$ cat config.mk
export PLATFORM = sky130hd
export DESIGN_NAME = quo_round
export DESIGN_NICKNAME = d
export VERILOG_FILES = /design/src/rtl/qdr_pkg.sv /design/src/rtl/qdr_otf.sv /design/src/rtl/qdr_round.sv /design/src/rtl/quo_round.sv
export SDC_FILE = /design/constraint.sdc
export NUM_CORES = 1
export LEC_CHECK = 0
export ABC_AREA = 1
export BUFFER_PORTS_ARGS = -buffer_cell sky130_fd_sc_hd__buf_2
export CORE_UTILIZATION = 55
export CTS_BUF_LIST = sky130_fd_sc_hd__clkbuf_16
export DETAILED_ROUTE_END_ITERATION = 6
export GPL_ROUTABILITY_DRIVEN = 1
export PLACE_DENSITY = 0.73
export SYNTH_ARGS = -nofsm -noshare
export SYNTH_HDL_FRONTEND = slang
export SYNTH_SLANG_ARGS = --single-unit
$ cat constraint.sdc
create_clock -name clk -period 4.8 [get_ports clk]
set_clock_uncertainty 0.1 [all_clocks]
set_input_delay 0.96 -clock clk [delete_from_list [all_inputs] [get_ports clk]]
set_output_delay 0.96 -clock clk [all_outputs]
set_load 0.01 [all_outputs]
$ cat src/rtl/qdr_pkg.sv
package qdr_pkg;
  typedef enum logic [1:0] {
    RM_NEAR = 2'b00,
    RM_ZERO = 2'b01,
    RM_UP   = 2'b10,
    RM_DOWN = 2'b11
  } rmode_e;

  // increment decision from lsb, guard, round, sticky
  function automatic logic rnd_inc(rmode_e m, logic sgn, logic lsb,
                                   logic g, logic r, logic s);
    case (m)
      RM_NEAR: return g & (r | s | lsb);
      RM_ZERO: return 1'b0;
      RM_UP:   return (g | r | s) & ~sgn;
      default: return (g | r | s) & sgn;
    endcase
  endfunction
endpackage

$ cat src/rtl/qdr_otf.sv
module qdr_otf #(
  parameter int W = 56
) (
  input  logic         clk,
  input  logic         rst_n,
  input  logic         clr,
  input  logic         adv,
  input  logic [2:0]   d_hi,
  input  logic [2:0]   d_lo,
  output logic [W-1:0] q,
  output logic [W-1:0] qm
);
  typedef struct packed {
    logic [W-1:0] v;
    logic [W-1:0] vm;
  } acc_t;

  // append one signed digit to both the value and value-minus-one
  function automatic acc_t step(acc_t s, logic [2:0] d);
    acc_t n;
    logic [1:0] lo_m;
    lo_m = d[1:0] - 2'd1;
    n.v  = d[2]                  ? {s.vm[W-3:0], d[1:0]} : {s.v[W-3:0], d[1:0]};
    n.vm = (!d[2] && d != 3'd0)  ? {s.v[W-3:0], lo_m}    : {s.vm[W-3:0], lo_m};
    return n;
  endfunction

  acc_t cur, mid, nxt;
  assign cur = '{v: q, vm: qm};
  assign mid = step(cur, d_hi);
  assign nxt = step(mid, d_lo);

  always_ff @(posedge clk or negedge rst_n) begin
    if (!rst_n) begin
      q  <= '0;
      qm <= '1;
    end else if (clr) begin
      q  <= '0;
      qm <= '1;
    end else if (adv) begin
      q  <= nxt.v;
      qm <= nxt.vm;
    end
  end

  // the two registers always differ by exactly one
  p_gap_r2: assert property (@(posedge clk) disable iff (!rst_n)
    (q - qm) == W'(1));
endmodule

$ cat src/rtl/qdr_round.sv
module qdr_round
  import qdr_pkg::*;
#(
  parameter int WD = 56,
  parameter int WS = 28,
  parameter int PD = 53,
  parameter int PS = 24
) (
  input  logic          dbl,
  input  logic [WD-1:0] q,
  input  logic [WD-1:0] qm,
  input  logic          rem_neg,
  input  logic          rem_zero,
  input  logic [1:0]    rmode,
  input  logic          sgn,
  output logic [PD-1:0] mant,
  output logic          ovf,
  output logic          inex,
  output logic          top
);
  localparam int GI_D = WD - 1 - PD;
  localparam int GI_S = WD - 1 - PS;
  localparam logic [PD-1:0] LEAD_D = PD'(1) << (PD - 1);
  localparam logic [PD-1:0] LEAD_S = PD'(1) << (PS - 1);

  logic [WD-1:0] qc, qa, nq, sh, smask;
  logic [PD:0]   sum;
  logic [PD-1:0] m;
  logic          g, r, s, inc;
  int            gi;

  assign qc  = rem_neg ? qm : q;
  assign qa  = dbl ? qc : (qc << (WD - WS));
  assign top = qa[WD-1];
  assign nq  = top ? qa : (qa << 1);

  always_comb begin
    gi    = dbl ? GI_D : GI_S;
    g     = nq[gi];
    r     = nq[gi-1];
    smask = (WD'(1) << (gi - 1)) - WD'(1);
    s     = (|(nq & smask)) | ~rem_zero;
    sh    = nq >> (gi + 1);
    m     = sh[PD-1:0];
    inc   = rnd_inc(rmode_e'(rmode), sgn, m[0], g, r, s);
    sum   = {1'b0, m} + (PD+1)'(inc);
    ovf   = dbl ? sum[PD] : sum[PS];
    mant  = ovf ? (dbl ? LEAD_D : LEAD_S) : sum[PD-1:0];
    inex  = g | r | s;
  end
endmodule

$ cat src/rtl/quo_round.sv
module quo_round
  import qdr_pkg::*;
#(
  parameter int PD = 53,
  parameter int PS = 24,
  parameter int EXTRA = 3
) (
  input  logic          clk,
  input  logic          rst_n,
  input  logic          start,
  input  logic          dbl_sel,
  input  logic          dig_valid,
  input  logic [2:0]    dig_hi,
  input  logic [2:0]    dig_lo,
  input  logic          fin,
  input  logic          rem_neg,
  input  logic          rem_zero,
  input  logic [1:0]    rmode,
  input  logic          res_sign,
  output logic          res_valid,
  output logic [PD-1:0] mant,
  output logic          hi_norm,
  output logic          exp_inc,
  output logic          inexact
);
  localparam int PAIRS_D = (PD + EXTRA + 3) / 4;
  localparam int PAIRS_S = (PS + EXTRA + 3) / 4;
  localparam int WD      = 4 * PAIRS_D;
  localparam int WS      = 4 * PAIRS_S;
  localparam int CW      = $clog2(PAIRS_D + 1);

  logic          dbl_q;
  logic [CW-1:0] cnt, need;
  logic [WD-1:0] q, qm;
  logic [PD-1:0] r_mant;
  logic          r_ovf, r_inex, r_top;

  assign need = dbl_q ? CW'(PAIRS_D) : CW'(PAIRS_S);

  always_ff @(posedge clk or negedge rst_n) begin
    if (!rst_n) begin
      dbl_q <= 1'b0;
      cnt   <= '0;
    end else if (start) begin
      dbl_q <= dbl_sel;
      cnt   <= '0;
    end else if (dig_valid) begin
      cnt   <= cnt + CW'(1);
    end
  end

  qdr_otf #(.W(WD)) u_otf (
    .clk(clk), .rst_n(rst_n), .clr(start), .adv(dig_valid),
    .d_hi(dig_hi), .d_lo(dig_lo), .q(q), .qm(qm)
  );

  qdr_round #(.WD(WD), .WS(WS), .PD(PD), .PS(PS)) u_rnd (
    .dbl(dbl_q), .q(q), .qm(qm), .rem_neg(rem_neg), .rem_zero(rem_zero),
    .rmode(rmode), .sgn(res_sign), .mant(r_mant), .ovf(r_ovf),
    .inex(r_inex), .top(r_top)
  );

  always_ff @(posedge clk or negedge rst_n) begin
    if (!rst_n) begin
      res_valid <= 1'b0;
      mant      <= '0;
      hi_norm   <= 1'b0;
      exp_inc   <= 1'b0;
      inexact   <= 1'b0;
    end else begin
      res_valid <= fin;
      if (fin) begin
        mant    <= r_mant;
        hi_norm <= r_top;
        exp_inc <= r_ovf;
        inexact <= r_inex;
      end
    end
  end

  p_digit_legal_r1: assert property (@(posedge clk) disable iff (!rst_n)
    dig_valid |-> (dig_hi != 3'b100 && dig_lo != 3'b100));
  p_fin_full_r10: assert property (@(posedge clk) disable iff (!rst_n)
    fin |-> (cnt == need && !dig_valid));
  p_valid_pulse_r9: assert property (@(posedge clk) disable iff (!rst_n)
    1'b1 |=> (res_valid == $past(fin)));
  p_hold_r9: assert property (@(posedge clk) disable iff (!rst_n)
    !fin |=> $stable(mant) && $stable(exp_inc) && $stable(inexact));
  p_trunc_r6: assert property (@(posedge clk) disable iff (!rst_n)
    (fin && rmode == RM_ZERO) |=> !exp_inc);
  p_sticky_r7: assert property (@(posedge clk) disable iff (!rst_n)
    (fin && !rem_zero) |=> inexact);
  p_carry_r8: assert property (@(posedge clk) disable iff (!rst_n)
    (res_valid && exp_inc) |-> ($onehot(mant) && inexact));
  p_lead_r5: assert property (@(posedge clk) disable iff (!rst_n)
    res_valid |-> (dbl_q ? mant[PD-1] : (mant[PS-1] && mant[PD-1:PS] == '0)));
endmodule

# Word level (Yosys, flattened, before mapping)

Cells that the tools add are included.

Shifts and indexed selects: 2
$add $sub $neg: 6
Bitwise logic cells: 11
Muxes and demuxes: 22
Magnitude comparators: 2
Eq/ne operators: 2
Reductions and logical operators: 9

Operator list:

| operator                | count |
|---|---|
| $mux W56                | 9 |
| $mux W54                | 2 |
| $mux W53                | 2 |
| $lt A32 B8 Y1 const B   | 2 |
| $and A56 B56 Y56        | 1 |
| $reduce_or A56 Y1       | 1 |
| $shl A1 B32 Y56 const A | 1 |
| $shr A56 B32 Y53        | 1 |
| $sub A56 B2 Y56 const B | 1 |
| $add A53 B1 Y54         | 1 |
| $add A32 B2 Y32 const B | 1 |
| $sub A32 B2 Y32 const B | 1 |
| $bmux W1 S6             | 2 |
| $reduce_bool A3 Y1      | 2 |
| $mux W1                 | 5 |
| $mux W5                 | 1 |
| $or A1 B1 Y1            | 5 |
| $sub A2 B1 Y2 const B   | 2 |
| $and A1 B1 Y1           | 3 |
| $pmux W1 S3             | 1 |
| $eq A2 B1 Y1 const B    | 1 |
| $eq A2 B2 Y1 const B    | 1 |
| $logic_and A1 B1 Y1     | 2 |
| $logic_not A1 Y1        | 2 |
| other kinds (3)         | 4 |

Bits in registers: 170
Input port bits: 17
Output and inout port bits: 57
Logic and storage cells: 62

# Logic depth before layout (Yosys ltp)

Depth after elaboration: 14
Gate-level depth with buffers: 30

# Cells and area by module

Synthesis repeated with hierarchy kept, for this count alone.

Cell total of the unflattened synthesis: 2457
Area total of the unflattened synthesis: 14476.4 um2

Modules (own cells, without submodules):

| module    | instances | sequential area each (um2) | cells an instance | area an instance (um2) |
|---|---|---|---|---|
| qdr_otf   | 1         | 2872.8                     | 1100              | 7120.6 |
| qdr_round | 1         | 0.0                        | 1114              | 5139.9 |
| quo_round | 1         | 1451.4                     | 243               | 2215.9 |

# Least setup slack after synthesis

Ideal clock, no wire load.

Kind: in2reg
Start: in rem_neg
End: reg mant[45]
Library setup time: 0.118 ns
Path buffers: 3
Required time: 4.582 ns
Path slack: 0.817 ns
Cell stages on the path: 24
Arrival: 3.765 ns
Cells stage by stage: inv_2 > buf_6 > nand2_2 > nand3_4 > nand2_4 > inv_2 > buf_6 > buf_6 > nand2_1 > nand2_1 > o21ai_0 > o21ai_0 > o31ai_1 > ha_1 > inv_1 > nor2_1 > nand2_2 > nor2_4 > inv_2 > nor2_2 > nand3_1 > or2_0 > nand3_1 > nand2_1

Cells in the longest elaborated chain, start to end: 13
Elaborated cells between the ends (all ways): 24
Classes of those cells: add/sub: 1; shift: 1; mux: 12; bitwise: 9; reduce/logical: 1

RTL lines:

| what                                                                      | line                                        | source |
|---|---|---|
| start: declaration                                                        | quo_round.sv:16                             | `input logic rem_neg,` |
| $mux W56 (*)                                                              | qdr_round.sv:32                             | `assign qc = rem_neg ? qm : q;` |
| $mux W56 (*)                                                              | qdr_round.sv:33                             | `assign qa = dbl ? qc : (qc << (WD - WS));` |
| $mux W56 (*)                                                              | qdr_round.sv:35                             | `assign nq = top ? qa : (qa << 1);` |
| $bmux W1 S6, or another cell as far along                                 | qdr_round.sv:39                             | `g = nq[gi];` |
| $mux W1 (not written as such), or another cell as far along (2 in series) | qdr_round.sv:39                             |  |
| $or A1 B1 Y1, on equally long branches (2 in series)                      | qdr_pkg.sv:15, qdr_pkg.sv:16, qdr_pkg.sv:13 |  |
| $and A1 B1 Y1, on equally long branches                                   | qdr_pkg.sv:16, qdr_pkg.sv:13, qdr_pkg.sv:15 |  |
| $pmux W1 S3                                                               | qdr_pkg.sv:12                               | `case (m)` |
| $add A53 B1 Y54 (*)                                                       | qdr_round.sv:46                             | `sum = {1'b0, m} + (PD+1)'(inc);` |
| $mux W1                                                                   | qdr_round.sv:47                             | `ovf = dbl ? sum[PD] : sum[PS];` |
| $mux W53 (*)                                                              | qdr_round.sv:48                             | `mant = ovf ? (dbl ? LEAD_D : LEAD_S) : sum[PD-1:0];` |
| end signal: assignment                                                    | quo_round.sv:73                             | `mant <= r_mant;` |
| end: declaration                                                          | quo_round.sv:21                             | `output logic [PD-1:0] mant,` |

Every way passes the cells marked *; elsewhere a longest branch is shown, timed or not. The select of a mux whose other input is x is not followed.
A chain may end at the register's enable or synchronous reset.

# Worst setup path after layout

Ends and elaborated chain as after synthesis.

==> impl_metrics.toml <==
[logic_synthesis]
syn-instance-count = 2141
syn-mean-instance-area_um2 = 6.09
synth.distinct_cells = 39
synth_xor_area_share_pct = 1.01
synth.area.mux_share_pct = 0
synthesis.yosys.warnings = 0
register_bit_count_reported_by_yosys = 170
synth-seq-area-share_pct = 33.2
synth_top_family_by_area = "simple AND/OR/NAND/NOR gates"
synth_adder_area_share_pct = 0.480
async_flop_share_pct = 100
dominantRegCellSynth = "dfrtp_1"
yosys.area_share.simple_pct = 40.3
synth_enable_flop_cells = 0
post_synth_instance_area_mm2 = 0.0130
synthesized_area_fraction_occupied_by_ao_oa_aoi_and_oai_cells_pct = 16.1
postSynthNetCount = 2163

[outcome]
outcome = "finished with violations"
failed_checks = "DRC"

[pwr]
p_comb_share_pct = 33.6
power.total_uw = 4860
internal_power_uw = 2820
leakage_uw = 0.00700
seq_power_share_pct = 36.5
net-switching-power_uw = 2040
p_clk_share_pct = 29.9
vdd_drop_max_v = 0.000225
switching_share_pct = 42.0
power_density_mw_per_mm2 = 344

[global_routing]
grt_first_pass_wirelength_mm = 73.9
grt_use_total_pct = 39.7
grt_start_max_net_pins = 107
antenna_found_initial = 0
grt_overflow_total = 0
vias_in_the_first_global_route = 13300

[clocking]
htreeDepth = 4
cts-buffers-inserted = 17
cts_resized = 0
post_cts_buffers = 0
clock_tree_from_tritoncts = "done"
max-clock-path-buffers = 2
insertion_delay_ns = 0.45
cts.reportedPaths.clkPinSlew_ns = 0.08
ctsRootBufferMaster = "clkbuf_16"
clock_sink_count = 170
post_cts_hold_buffer_count = 0

[detailed_routing]
average_detailed_routed_wire_length_per_instance_um = 18.9
via_count = 14400
average_vias_per_placed_instance = 5.86
detailedRoute.firstPassIterationCount = 7
postRouteWirelength_mm = 46.7
dr.first_iter.drc_count = 1842
ant_nets = 0
drc = 1

[job]
total_of_max_cap_violations = 0

[timing]
worst_slack_ns = 0.772
rsz0062_at_grt = "no"
final.min_clock_period_ns = 4.03
report.final.setup_viol = 0
tightest_slew_ns = 1.17
report.final.slew_viol_count = 0
slew_headroom_pct = 21.9
fin_tns_setup_ns = 0
fin_crit_sh_pct = 83.9
finalHoldViolations = 0
achievable-frequency_mhz = 248

[cells_and_area]
flow.area_growth_from_synthesis_pct = 8.40
fillers = 2275
num_antenna_cells = 0
final_common_cell = "nand2_1"
most-common-layout-cells = "nand2_1 (830), o21ai_0 (237), nor2_1 (204), nand3_1 (176), inv_1 (140)"
num-nets-final = 2161
fin_area_mm2 = 0.0141
drive_gt1_share_pct = 11.3

[critical_path]
timing.setup.critical_path_class = "in -> reg"
worst_ep_arrival_time_ns = 4.26
cp.buffers_inverters = 6
worstPathCellList = "buf_2 -> inv_2 -> nand2_2 -> nand3_4 -> nand2_4 -> inv_2 -> nand2_1 -> nand2_1 -> nand4_1 -> a21boi_0 -> inv_1 -> o21ai_0 -> o31ai_1 -> ha_1 -> inv_1 -> nor2_1 -> nand2_2 -> nor2_4 -> inv_2 -> nor2_2 -> nand3_1 -> or2_0 -> nand3_1 -> nand2_1"
cp_num_cells = 24
critPathMaxStageDelay_ns = 0.29
startpoint_type = "primary input"
r2r_setup_slack_ns = 0.79
cpMaxStageDelayCell = "o31ai_1"
kind_of_capture_point_of_the_worst_setup_path = "flip-flop"
required_ns = 5.03
rr_worst_depth = 22
worst_path_top_cell_family_by_delay = "simple AND/OR/NAND/NOR gates"
critical_path_peak_fanout = 17

[placed_design]
place_congestion = 1.06
dp_hpwl_mm = 33.9
worst_slack_placed_ns = 0.348
placed_cell_area_mm2 = 0.0135
buffer_ports.inserted = 73

[floorplan]
core_region_area_mm2 = 0.0229
die_area_mm2 = 0.0243
initial_utilization_pct = 56.9
fp-row-count = 55
floorplan.io_pins = 74
die-width_um = 156
dieHeight_um = 156

[hold_path]
min_path_type = "in -> async"
[per-stage QoR]
step | utilization (%) | instances | hold slack, ns
2_1_floorplan | - | 2141 | 0.353
3_3_place_gp | 59.0 | 2433 | 0.357
3_5_place_dp | 59.0 | 2433 | 0.360
4_1_cts | 61.7 | 2465 | 0.378
5_1_grt | 61.7 | 2465 | 0.390
6_report | 61.7 | 2465 | 0.377
[final timing paths]
| path | startpoint | endpoint |
|---|---|---|
| setup / recovery | rem_neg | mant[45] |
| hold / removal | rst_n | mant[42] |
| setup reg to reg | dbl_q | mant[45] |
| hold reg to reg | mant[43] | mant[43] |
| max in group asynchronous | rst_n | u_otf.q[53] |
| min in group clk | mant[43] | mant[43] |
[kinds of logic after synthesis]
logic type | after synthesis
buf+inv | 284
compound gates | 389
xor+xnor | 15
simple gates | 1278
flops | 170
fa+ha+maj | 5
[cell usage after synthesis (all sizes together), types with 6 or more instances]
| cell type | n | area, um2 |
|---|---|---|
| clkbuf | 78 | 293 |
| nor3 | 8 | 45.0 |
| nor2 | 218 | 871 |
| or2 | 6 | 37.5 |
| buf | 50 | 289 |
| nand3 | 182 | 948 |
| inv | 154 | 578 |
| dfstp | 56 | 1470 |
| a31oi | 41 | 257 |
| a21oi | 35 | 175 |
| dfrtp | 114 | 2850 |
| nand4 | 12 | 75.1 |
| o22ai | 55 | 344 |
| o31ai | 7 | 52.6 |
| nand2 | 842 | 3200 |
| xor2 | 10 | 87.6 |
| o21ai | 244 | 1220 |
[power by group through the flow]
stage	clock network [uW]	registers [uW]	logic [uW]
2_1_floorplan	0	1790	1050
3_3_place_gp	0	1790	1580
3_5_place_dp	0	1800	1600
4_1_cts	1450	1770	1610
5_1_grt	1510	1790	1810
6_report	1450	1780	1640
[cell type report]
| class | count | area, um2 | area share, % |
|---|---|---|---|
| multi-input combinational | 1687 | 7550 | 53.4 |
| timing repair buffer | 107 | 664 | 4.70 |
| tap | 313 | 392 | 2.77 |
| sequential | 170 | 4330 | 30.6 |
| inverter | 156 | 588 | 4.16 |
| clock buffer | 17 | 425 | 3.01 |
| clock inverter | 15 | 181 | 1.28 |
[flip-flops by register name, summed over array words and instances, names as in the netlist]
register	cells
u_otf.q	56
u_otf.qm	56
mant	53
dbl_q	1
exp_inc	1
hi_norm	1
inexact	1
res_valid	1
[routing by layer]
layer	up-vias	GRT usage, %	wire [um]
li1	6927	-	-
met1	6717	51.6	19200
met2	639	62.3	21100
met3	153	6.97	3550
met4	0	22.5	2820
met5	-	0	0
No activity file was read; power rests on OpenSTA's default activity.
